<file path="config.mk">
export PLATFORM = sky130hd
export DESIGN_NAME = i2c_rx_wait
export DESIGN_NICKNAME = d
export VERILOG_FILES = /design/src/rtl/i2c_rx_pkg.sv /design/src/rtl/i2c_rx_ctl.sv /design/src/rtl/i2c_rx_dp.sv /design/src/rtl/i2c_rx_wait.sv
export SDC_FILE = /design/constraint.sdc
export NUM_CORES = 1
export LEC_CHECK = 0
export BUFFER_PORTS_ARGS = -buffer_cell sky130_fd_sc_hd__buf_4
export CAP_MARGIN = 10
export CORE_ASPECT_RATIO = 0.5
export CORE_MARGIN = 1.5
export CORE_UTILIZATION = 41
export DETAILED_ROUTE_END_ITERATION = 16
export PLACE_DENSITY = 0.69
export SLEW_MARGIN = 20
export SYNTH_ARGS = -nofsm -noshare
export SYNTH_HDL_FRONTEND = slang
export SYNTH_SLANG_ARGS = --single-unit
</file>
<file path="constraint.sdc">
create_clock -name clk -period 1.81 [get_ports clk]
set_input_delay 0.0905 -clock clk [delete_from_list [all_inputs] [get_ports clk]]
set_output_delay 0.0905 -clock clk [all_outputs]
set_load 0.01 [all_outputs]
</file>
<file path="src/rtl/i2c_rx_pkg.sv">
package i2c_rx_pkg;
  typedef enum logic [3:0] {
    ST_IDLE, ST_LOW, ST_HIGH, ST_WAIT, ST_ACK_LOW, ST_ACK_HIGH,
    ST_STOP_A, ST_STOP_B, ST_STOP_C
  } rxState_t;

  typedef struct packed {
    logic sampleBit;
    logic commitByte;
  } dpStrobe_t;

  localparam logic [1:0] ADDR_DATA = 2'd0;
  localparam logic [1:0] ADDR_CTRL = 2'd1;
  localparam logic [1:0] ADDR_MODE = 2'd2;

  localparam int CTRL_FLAG = 0;
  localparam int CTRL_DIR  = 1;
  localparam int CTRL_BUSY = 2;
  localparam int CTRL_STOP = 3;
  localparam int MODE_WAIT = 0;
  localparam int MODE_ACK  = 1;
endpackage

</file>
<file path="src/rtl/i2c_rx_ctl.sv">
module i2c_rx_ctl
  import i2c_rx_pkg::*;
#(
  parameter int HALF_CYC = 4,
  parameter int DATA_W   = 8,
  parameter int WR_W     = 4
) (
  input  logic            clk,
  input  logic            rst,
  input  logic            regWr,
  input  logic            regRd,
  input  logic [1:0]      regAddr,
  input  logic [WR_W-1:0] regWdata,
  output logic            irqFlag,
  output logic            dirTx,
  output logic            busBusy,
  output logic            waitEn,
  output logic            ackSel,
  output logic            sclDrvLow,
  output logic            sdaDrvLow,
  output dpStrobe_t       strobe
);
  localparam int CNT_W     = (HALF_CYC > 2) ? $clog2(HALF_CYC) : 1;
  localparam int BIT_W     = $clog2(DATA_W);
  localparam int SAMPLE_AT = HALF_CYC / 2;

  rxState_t         state;
  logic [CNT_W-1:0] cnt;
  logic [BIT_W-1:0] bitCnt;
  logic             phaseEnd;
  logic             ctrlWr;
  logic             modeWr;
  logic             startReq;
  logic             stopReq;

  assign phaseEnd = (cnt == CNT_W'(HALF_CYC - 1));
  assign ctrlWr   = regWr && (regAddr == ADDR_CTRL);
  assign modeWr   = regWr && (regAddr == ADDR_MODE);
  assign startReq = regRd && (regAddr == ADDR_DATA) && (state == ST_IDLE)
                    && busBusy && !dirTx;
  assign stopReq  = ctrlWr && !regWdata[CTRL_BUSY] && !regWdata[CTRL_STOP]
                    && dirTx && busBusy && (state == ST_IDLE);

  always_ff @(posedge clk) begin
    if (rst) begin
      state   <= ST_IDLE;
      cnt     <= '0;
      bitCnt  <= '0;
      irqFlag <= 1'b0;
      dirTx   <= 1'b0;
      busBusy <= 1'b0;
      waitEn  <= 1'b0;
      ackSel  <= 1'b0;
    end else begin
      // host side first; engine events below take priority
      if (ctrlWr) begin
        if (!regWdata[CTRL_FLAG]) irqFlag <= 1'b0;
        dirTx <= regWdata[CTRL_DIR];
        if (regWdata[CTRL_BUSY]) busBusy <= 1'b1;
      end
      if (modeWr) begin
        waitEn <= regWdata[MODE_WAIT];
        ackSel <= regWdata[MODE_ACK];
      end

      if (state == ST_IDLE || state == ST_WAIT) cnt <= '0;
      else cnt <= phaseEnd ? '0 : cnt + CNT_W'(1);

      unique case (state)
        ST_IDLE: begin
          bitCnt <= '0;
          if (startReq)     state <= ST_LOW;
          else if (stopReq) state <= ST_STOP_A;
        end
        ST_LOW: if (phaseEnd) state <= ST_HIGH;
        ST_HIGH: if (phaseEnd) begin
          if (bitCnt == BIT_W'(DATA_W - 1)) begin
            if (waitEn) begin
              state   <= ST_WAIT;
              irqFlag <= 1'b1;
            end else begin
              state <= ST_ACK_LOW;
            end
          end else begin
            bitCnt <= bitCnt + BIT_W'(1);
            state  <= ST_LOW;
          end
        end
        ST_WAIT: if (!irqFlag) state <= ST_ACK_LOW;
        ST_ACK_LOW: if (phaseEnd) begin
          state   <= ST_ACK_HIGH;
          irqFlag <= 1'b1;
        end
        ST_ACK_HIGH: if (phaseEnd) state <= ST_IDLE;
        ST_STOP_A:   if (phaseEnd) state <= ST_STOP_B;
        ST_STOP_B:   if (phaseEnd) state <= ST_STOP_C;
        ST_STOP_C: if (phaseEnd) begin
          state   <= ST_IDLE;
          busBusy <= 1'b0;
        end
        default: state <= ST_IDLE;
      endcase
    end
  end

  always_comb begin
    unique case (state)
      ST_IDLE:                          sclDrvLow = busBusy;
      ST_LOW, ST_WAIT, ST_ACK_LOW,
      ST_STOP_A:                        sclDrvLow = 1'b1;
      default:                          sclDrvLow = 1'b0;
    endcase
    sdaDrvLow = (((state == ST_ACK_LOW) || (state == ST_ACK_HIGH)) && !ackSel)
                || (state == ST_STOP_A) || (state == ST_STOP_B);
    strobe.sampleBit  = (state == ST_HIGH) && (cnt == CNT_W'(SAMPLE_AT));
    strobe.commitByte = (state == ST_ACK_LOW) && phaseEnd;
  end
endmodule

</file>
<file path="src/rtl/i2c_rx_dp.sv">
module i2c_rx_dp
  import i2c_rx_pkg::*;
#(
  parameter int DATA_W = 8
) (
  input  logic              clk,
  input  logic              rst,
  input  dpStrobe_t         strobe,
  input  logic              sdaIn,
  output logic [DATA_W-1:0] rxByte
);
  logic [DATA_W-1:0] shiftReg;

  always_ff @(posedge clk) begin
    if (rst) begin
      shiftReg <= '0;
      rxByte   <= '0;
    end else begin
      if (strobe.sampleBit)  shiftReg <= {shiftReg[DATA_W-2:0], sdaIn};
      if (strobe.commitByte) rxByte   <= shiftReg;
    end
  end
endmodule

</file>
<file path="src/rtl/i2c_rx_wait.sv">
module i2c_rx_wait
  import i2c_rx_pkg::*;
#(
  parameter int HALF_CYC = 4,
  parameter int DATA_W   = 8,
  parameter int WR_W     = 4
) (
  input  logic              clk,
  input  logic              rst,
  input  logic              regWr,
  input  logic              regRd,
  input  logic [1:0]        regAddr,
  input  logic [WR_W-1:0]   regWdata,
  output logic [DATA_W-1:0] regRdata,
  input  logic              sdaIn,
  output logic              sclDrvLow,
  output logic              sdaDrvLow
);
  dpStrobe_t         strobe;
  logic              irqFlag;
  logic              dirTx;
  logic              busBusy;
  logic              waitEn;
  logic              ackSel;
  logic [DATA_W-1:0] rxByte;

  i2c_rx_ctl #(.HALF_CYC(HALF_CYC), .DATA_W(DATA_W), .WR_W(WR_W)) i_ctl (
    .clk(clk), .rst(rst), .regWr(regWr), .regRd(regRd), .regAddr(regAddr),
    .regWdata(regWdata), .irqFlag(irqFlag), .dirTx(dirTx), .busBusy(busBusy),
    .waitEn(waitEn), .ackSel(ackSel), .sclDrvLow(sclDrvLow),
    .sdaDrvLow(sdaDrvLow), .strobe(strobe)
  );

  i2c_rx_dp #(.DATA_W(DATA_W)) i_dp (
    .clk(clk), .rst(rst), .strobe(strobe), .sdaIn(sdaIn), .rxByte(rxByte)
  );

  always_comb begin
    regRdata = '0;
    unique case (regAddr)
      ADDR_DATA: regRdata = rxByte;
      ADDR_CTRL: begin
        regRdata[CTRL_FLAG] = irqFlag;
        regRdata[CTRL_DIR]  = dirTx;
        regRdata[CTRL_BUSY] = busBusy;
      end
      ADDR_MODE: begin
        regRdata[MODE_WAIT] = waitEn;
        regRdata[MODE_ACK]  = ackSel;
      end
      default: regRdata = '0;
    endcase
  end
endmodule

</file>
==> metrics.yaml <==
wire_per_inst_um: 13.0
path_common_cell: "sky130_fd_sc_hd__buf_4"
largest_net_degree_at_the_start_of_global_routing: 31
grt_first_pass_wirelength_mm: 5.49
globalRouteMet3Util_pct: 4.53
synth_xor_area_share_pct: 0
pre_cts_slack_ns: 0.0697
residual_antenna_violating_net_count_after_detailed_routing: 0
max-clock-path-buffers: 2
max-slew-margin-rel_pct: 69.5
post_route_cells_drive_above_1_share_pct: 24.3
groute.usage.overall_pct: 16.9
cts_inserted_buffers: 5
htreeDepth: 2
grt_util_met1_pct: 20.2
worst_slew_pin_tran_ns: 0.451
final_min_period_over_clock_period_pct: 92.7
cts.clk_slew.worst_paths_ns: 0.07
synth_seq_area_share_pct: 38.0
area_taken_by_flip_flops_and_latches_um2: 601
drv_slew: 0
post_cts.repair.setup_buffers: 0
clk_lat_worst_skew_ns: 0.29
critical_path.endpoint_type: "output port"
power.internal_mw: 1.64
buffer_ports.inserted: 20
yosysTopAreaCellShare_pct: 38.0
final-instance-count-excl-fill: 253
core_area_mm2: 0.00357
mux_cell_area_share_after_synthesis_pct: 14.6
tritoncts: "built"
crit_path_top_delay_cell: "sky130_fd_sc_hd__dfxtp_1"
chipWidth_um: 90.8
pwr-share-clk_pct: 36.1
gr-usage-met2_pct: 29.0
report.final.setup_viol: 0
post_drt_via_cell_ratio: 5.18
cp_data_arrival_time_ns: 1.59
globalplace.congestion: 0.796
grt_antenna_before_repair: 0
maxClockFrequency_mhz: 596
std_cell_rows: 15
synthCells: 175
yosys_most_used_dff: "sky130_fd_sc_hd__dfxtp_1"
combPwrFrac_pct: 31.0
starting_density_pct: 44.3
via_count_of_the_first_global_routing_pass: 1233
worst-setup-path-type: "reg2out"
num-fill-cells: 329
drtIter0Drc: 36
compound_cell_area_share_of_the_yosys_netlist_pct: 15.2
gr-max-usage-layer: "met2"
total_switching_power_uw: 732
synth_edf_count: 0
switching_share_pct: 30.8
dpl.cell_count: 245
hold_slack_ns: 0.0360
power_density_mw_per_mm2: 1210
critPathMaxStageDelay_ns: 0.56
drc: 0
fin_skew_ns: 0.00656
post_synth_instance_area_mm2: 0.00158
postPlaceCellArea_mm2: 0.00181
setup_tns_ns: 0
fin_total_pwr_mw: 2.37
outcome: "finished clean"
hpwl_mm: 2.36
num_io_pins: 21
multi_input_area_um2: 922
die-area_mm2: 0.00426
postCtsHoldBufs: 0
rsz0062_at_grt: "no"
setup.worst_path.start_class: "register"
smallest_setup_slack_after_layout_ns: 0.131
worstPathMaxFanout: 12
yosysWarnings: 0
synthMostInstantiatedCell: "sky130_fd_sc_hd__dfxtp_1"
p_leak_nw: 0.912
syn-mean-instance-area_um2: 9.02
net_count_synth: 190
layout.core_utilization_pct: 55.0
post_cts_resize_count: 0
flow.area_growth_from_synthesis_pct: 24.2
required_ns: 1.72
finalInstanceArea_mm2: 0.00196
synth.distinct_cells: 42
hold_viol_final: 0
clk_root_buffer_cell: "sky130_fd_sc_hd__clkbuf_8"
drt-total-wl_mm: 3.29
overflow: 0
maxCapViolCount: 0
post_synth_fa_ha_maj_area_fraction_pct: 3.17
clock-sinks: 30
timing.hold.worst.class: "in2reg"
via_count: 1310
vdd_ir_drop_max_v: 0.000480
synth_area_leaders: "sky130_fd_sc_hd__dfxtp_1 (38%), sky130_fd_sc_hd__mux2i_1 (15%), sky130_fd_sc_hd__nor2_1 (6.7%), sky130_fd_sc_hd__ha_1 (3.2%), sky130_fd_sc_hd__a21oi_1 (2.5%)"
synth_top_family_by_area: "simple AND/OR/NAND/NOR gates"
die-height_um: 46.9
ys_ff_latch: 30
synth_largest_area_cell: "sky130_fd_sc_hd__dfxtp_1"
finalWorstPathRequiredPeriod_ns: 1.68
num-nets-final: 216
share_of_synthesized_cell_area_in_and_or_nand_and_nor_gates_pct: 24.6
postSynth.asyncResetShare_pct: 0
seq_power_share_pct: 32.9
antenna-diode-count: 0
first_pass_iters: 4
crit_path_cell_trace: "buf_4, inv_1, a211oi_1, nor2b_1, buf_4"
synth.top_cells.by_count: "sky130_fd_sc_hd__dfxtp_1 (30), sky130_fd_sc_hd__nor2_1 (28), sky130_fd_sc_hd__mux2i_1 (23), sky130_fd_sc_hd__nand2_1 (10), sky130_fd_sc_hd__a21oi_1 (8)"
[cell families (layout without fill, tap and decap cells)]
kind of cell / count (synthesis) / after routing
buffers and inverters: 14 / 41
DFF: 30 / 30
adders and majority gates: 4 / 4
and+or+nand+nor: 74 / 74
AOI/OAI and AO/OA: 30 / 30
muxes: 23 / 23
[sequential cells by signal, indices dropped and copies added, names as in the netlist]
signal / count
i_dp.rxByte: 8
i_dp.shiftReg: 8
i_ctl.dirTx: 1
i_ctl.irqFlag: 1
i_ctl.busBusy: 1
i_ctl.bitCnt: 3
i_ctl.state: 4
i_ctl.cnt: 2
i_ctl.ackSel: 1
i_ctl.waitEn: 1
[worst max-delay path, delay by kind of cell, from the launching register on]
kind                   cells  cell delay (ns)
AO/OA/AOI/OAI              1             0.21
AND/OR/NAND/NOR            1             0.07
flip-flops                 1             0.56
buffers and inverters      3             0.47
[layer usage]
| layer | part of all wire (%) | wire length (µm) |
|---|---|---|
| met1 | 50 | 1630 |
| met2 | 45 | 1490 |
| met3 | 2.8 | 91 |
| met4 | 2.3 | 77 |
| met5 | 0 | 0 |
[power by group through the flow]
| stage | registers (mW) | logic, mW | clock network [mW] |
|---|---|---|---|
| floorplan | 0.747 | 0.548 | 0 |
| global placement | 0.789 | 0.684 | 0 |
| detailed placement | 0.788 | 0.703 | 0 |
| CTS | 0.773 | 0.717 | 0.879 |
| global route | 0.787 | 0.795 | 0.903 |
| finish | 0.780 | 0.737 | 0.857 |
[worst paths after layout]
path                                      from                       endpoint  slack (ns)  depth (start not counted)
setup / recovery   i_ctl.state[1]$_SDFFE_PP0P_                      sclDrvLow        0.13                          5
hold / removal                           sdaIn  i_dp.shiftReg[0]$_SDFFE_PP0P_        0.04                          3
setup reg to reg  i_ctl.bitCnt[0]$_SDFFE_PP0P_   i_ctl.bitCnt[2]$_SDFFE_PP0P_        0.15                          7
hold reg to reg        i_ctl.cnt[0]$_SDFF_PP0_        i_ctl.cnt[0]$_SDFF_PP0_        0.46                          1
[final cells by class]
class | count | area share [%]
clock inverters | 2 | 3.06
clock buffers | 6 | 4.21
flip-flops and latches | 30 | 30.6
inverters | 4 | 0.765
repair buffers | 29 | 11.1
well taps | 51 | 3.25
multi-input cells | 131 | 47.0
[layout by cell type (no fill, tap or decap)]
master                       n
sky130_fd_sc_hd__nor2b_1     5
sky130_fd_sc_hd__o41ai_2     1
sky130_fd_sc_hd__nand2_4     1
sky130_fd_sc_hd__o41ai_1     1
sky130_fd_sc_hd__dfxtp_1    30
sky130_fd_sc_hd__o211ai_1    2
sky130_fd_sc_hd__nand3b_1    3
sky130_fd_sc_hd__nor4_1      1
sky130_fd_sc_hd__mux2i_1    23
sky130_fd_sc_hd__o311ai_4    1
sky130_fd_sc_hd__nand2_1    10
sky130_fd_sc_hd__a21oi_1     8
sky130_fd_sc_hd__and3b_1     1
sky130_fd_sc_hd__nand3_1     3
sky130_fd_sc_hd__ha_1        4
sky130_fd_sc_hd__clkbuf_8    6
sky130_fd_sc_hd__o21ai_0     7
sky130_fd_sc_hd__nor2_1     28
sky130_fd_sc_hd__nor4_2      1
sky130_fd_sc_hd__o31ai_1     1
sky130_fd_sc_hd__o21a_4      1
sky130_fd_sc_hd__buf_4      29
sky130_fd_sc_hd__and2_1      5
sky130_fd_sc_hd__a2111oi_4   1
sky130_fd_sc_hd__a32oi_1     1
sky130_fd_sc_hd__a21o_2      1
sky130_fd_sc_hd__a221oi_1    1
sky130_fd_sc_hd__a211oi_2    1
sky130_fd_sc_hd__nor4b_1     1
sky130_fd_sc_hd__inv_1       4
sky130_fd_sc_hd__nor2_2      1
sky130_fd_sc_hd__nand2b_1    5
sky130_fd_sc_hd__nor3_1      5
sky130_fd_sc_hd__or2_4       1
sky130_fd_sc_hd__bufinv_16   2
sky130_fd_sc_hd__a211oi_1    1
sky130_fd_sc_hd__and2b_2     1
sky130_fd_sc_hd__nand3_2     1
sky130_fd_sc_hd__o21bai_1    2
sky130_fd_sc_hd__nand4b_1    1
(Power assumes the default switching activity.)
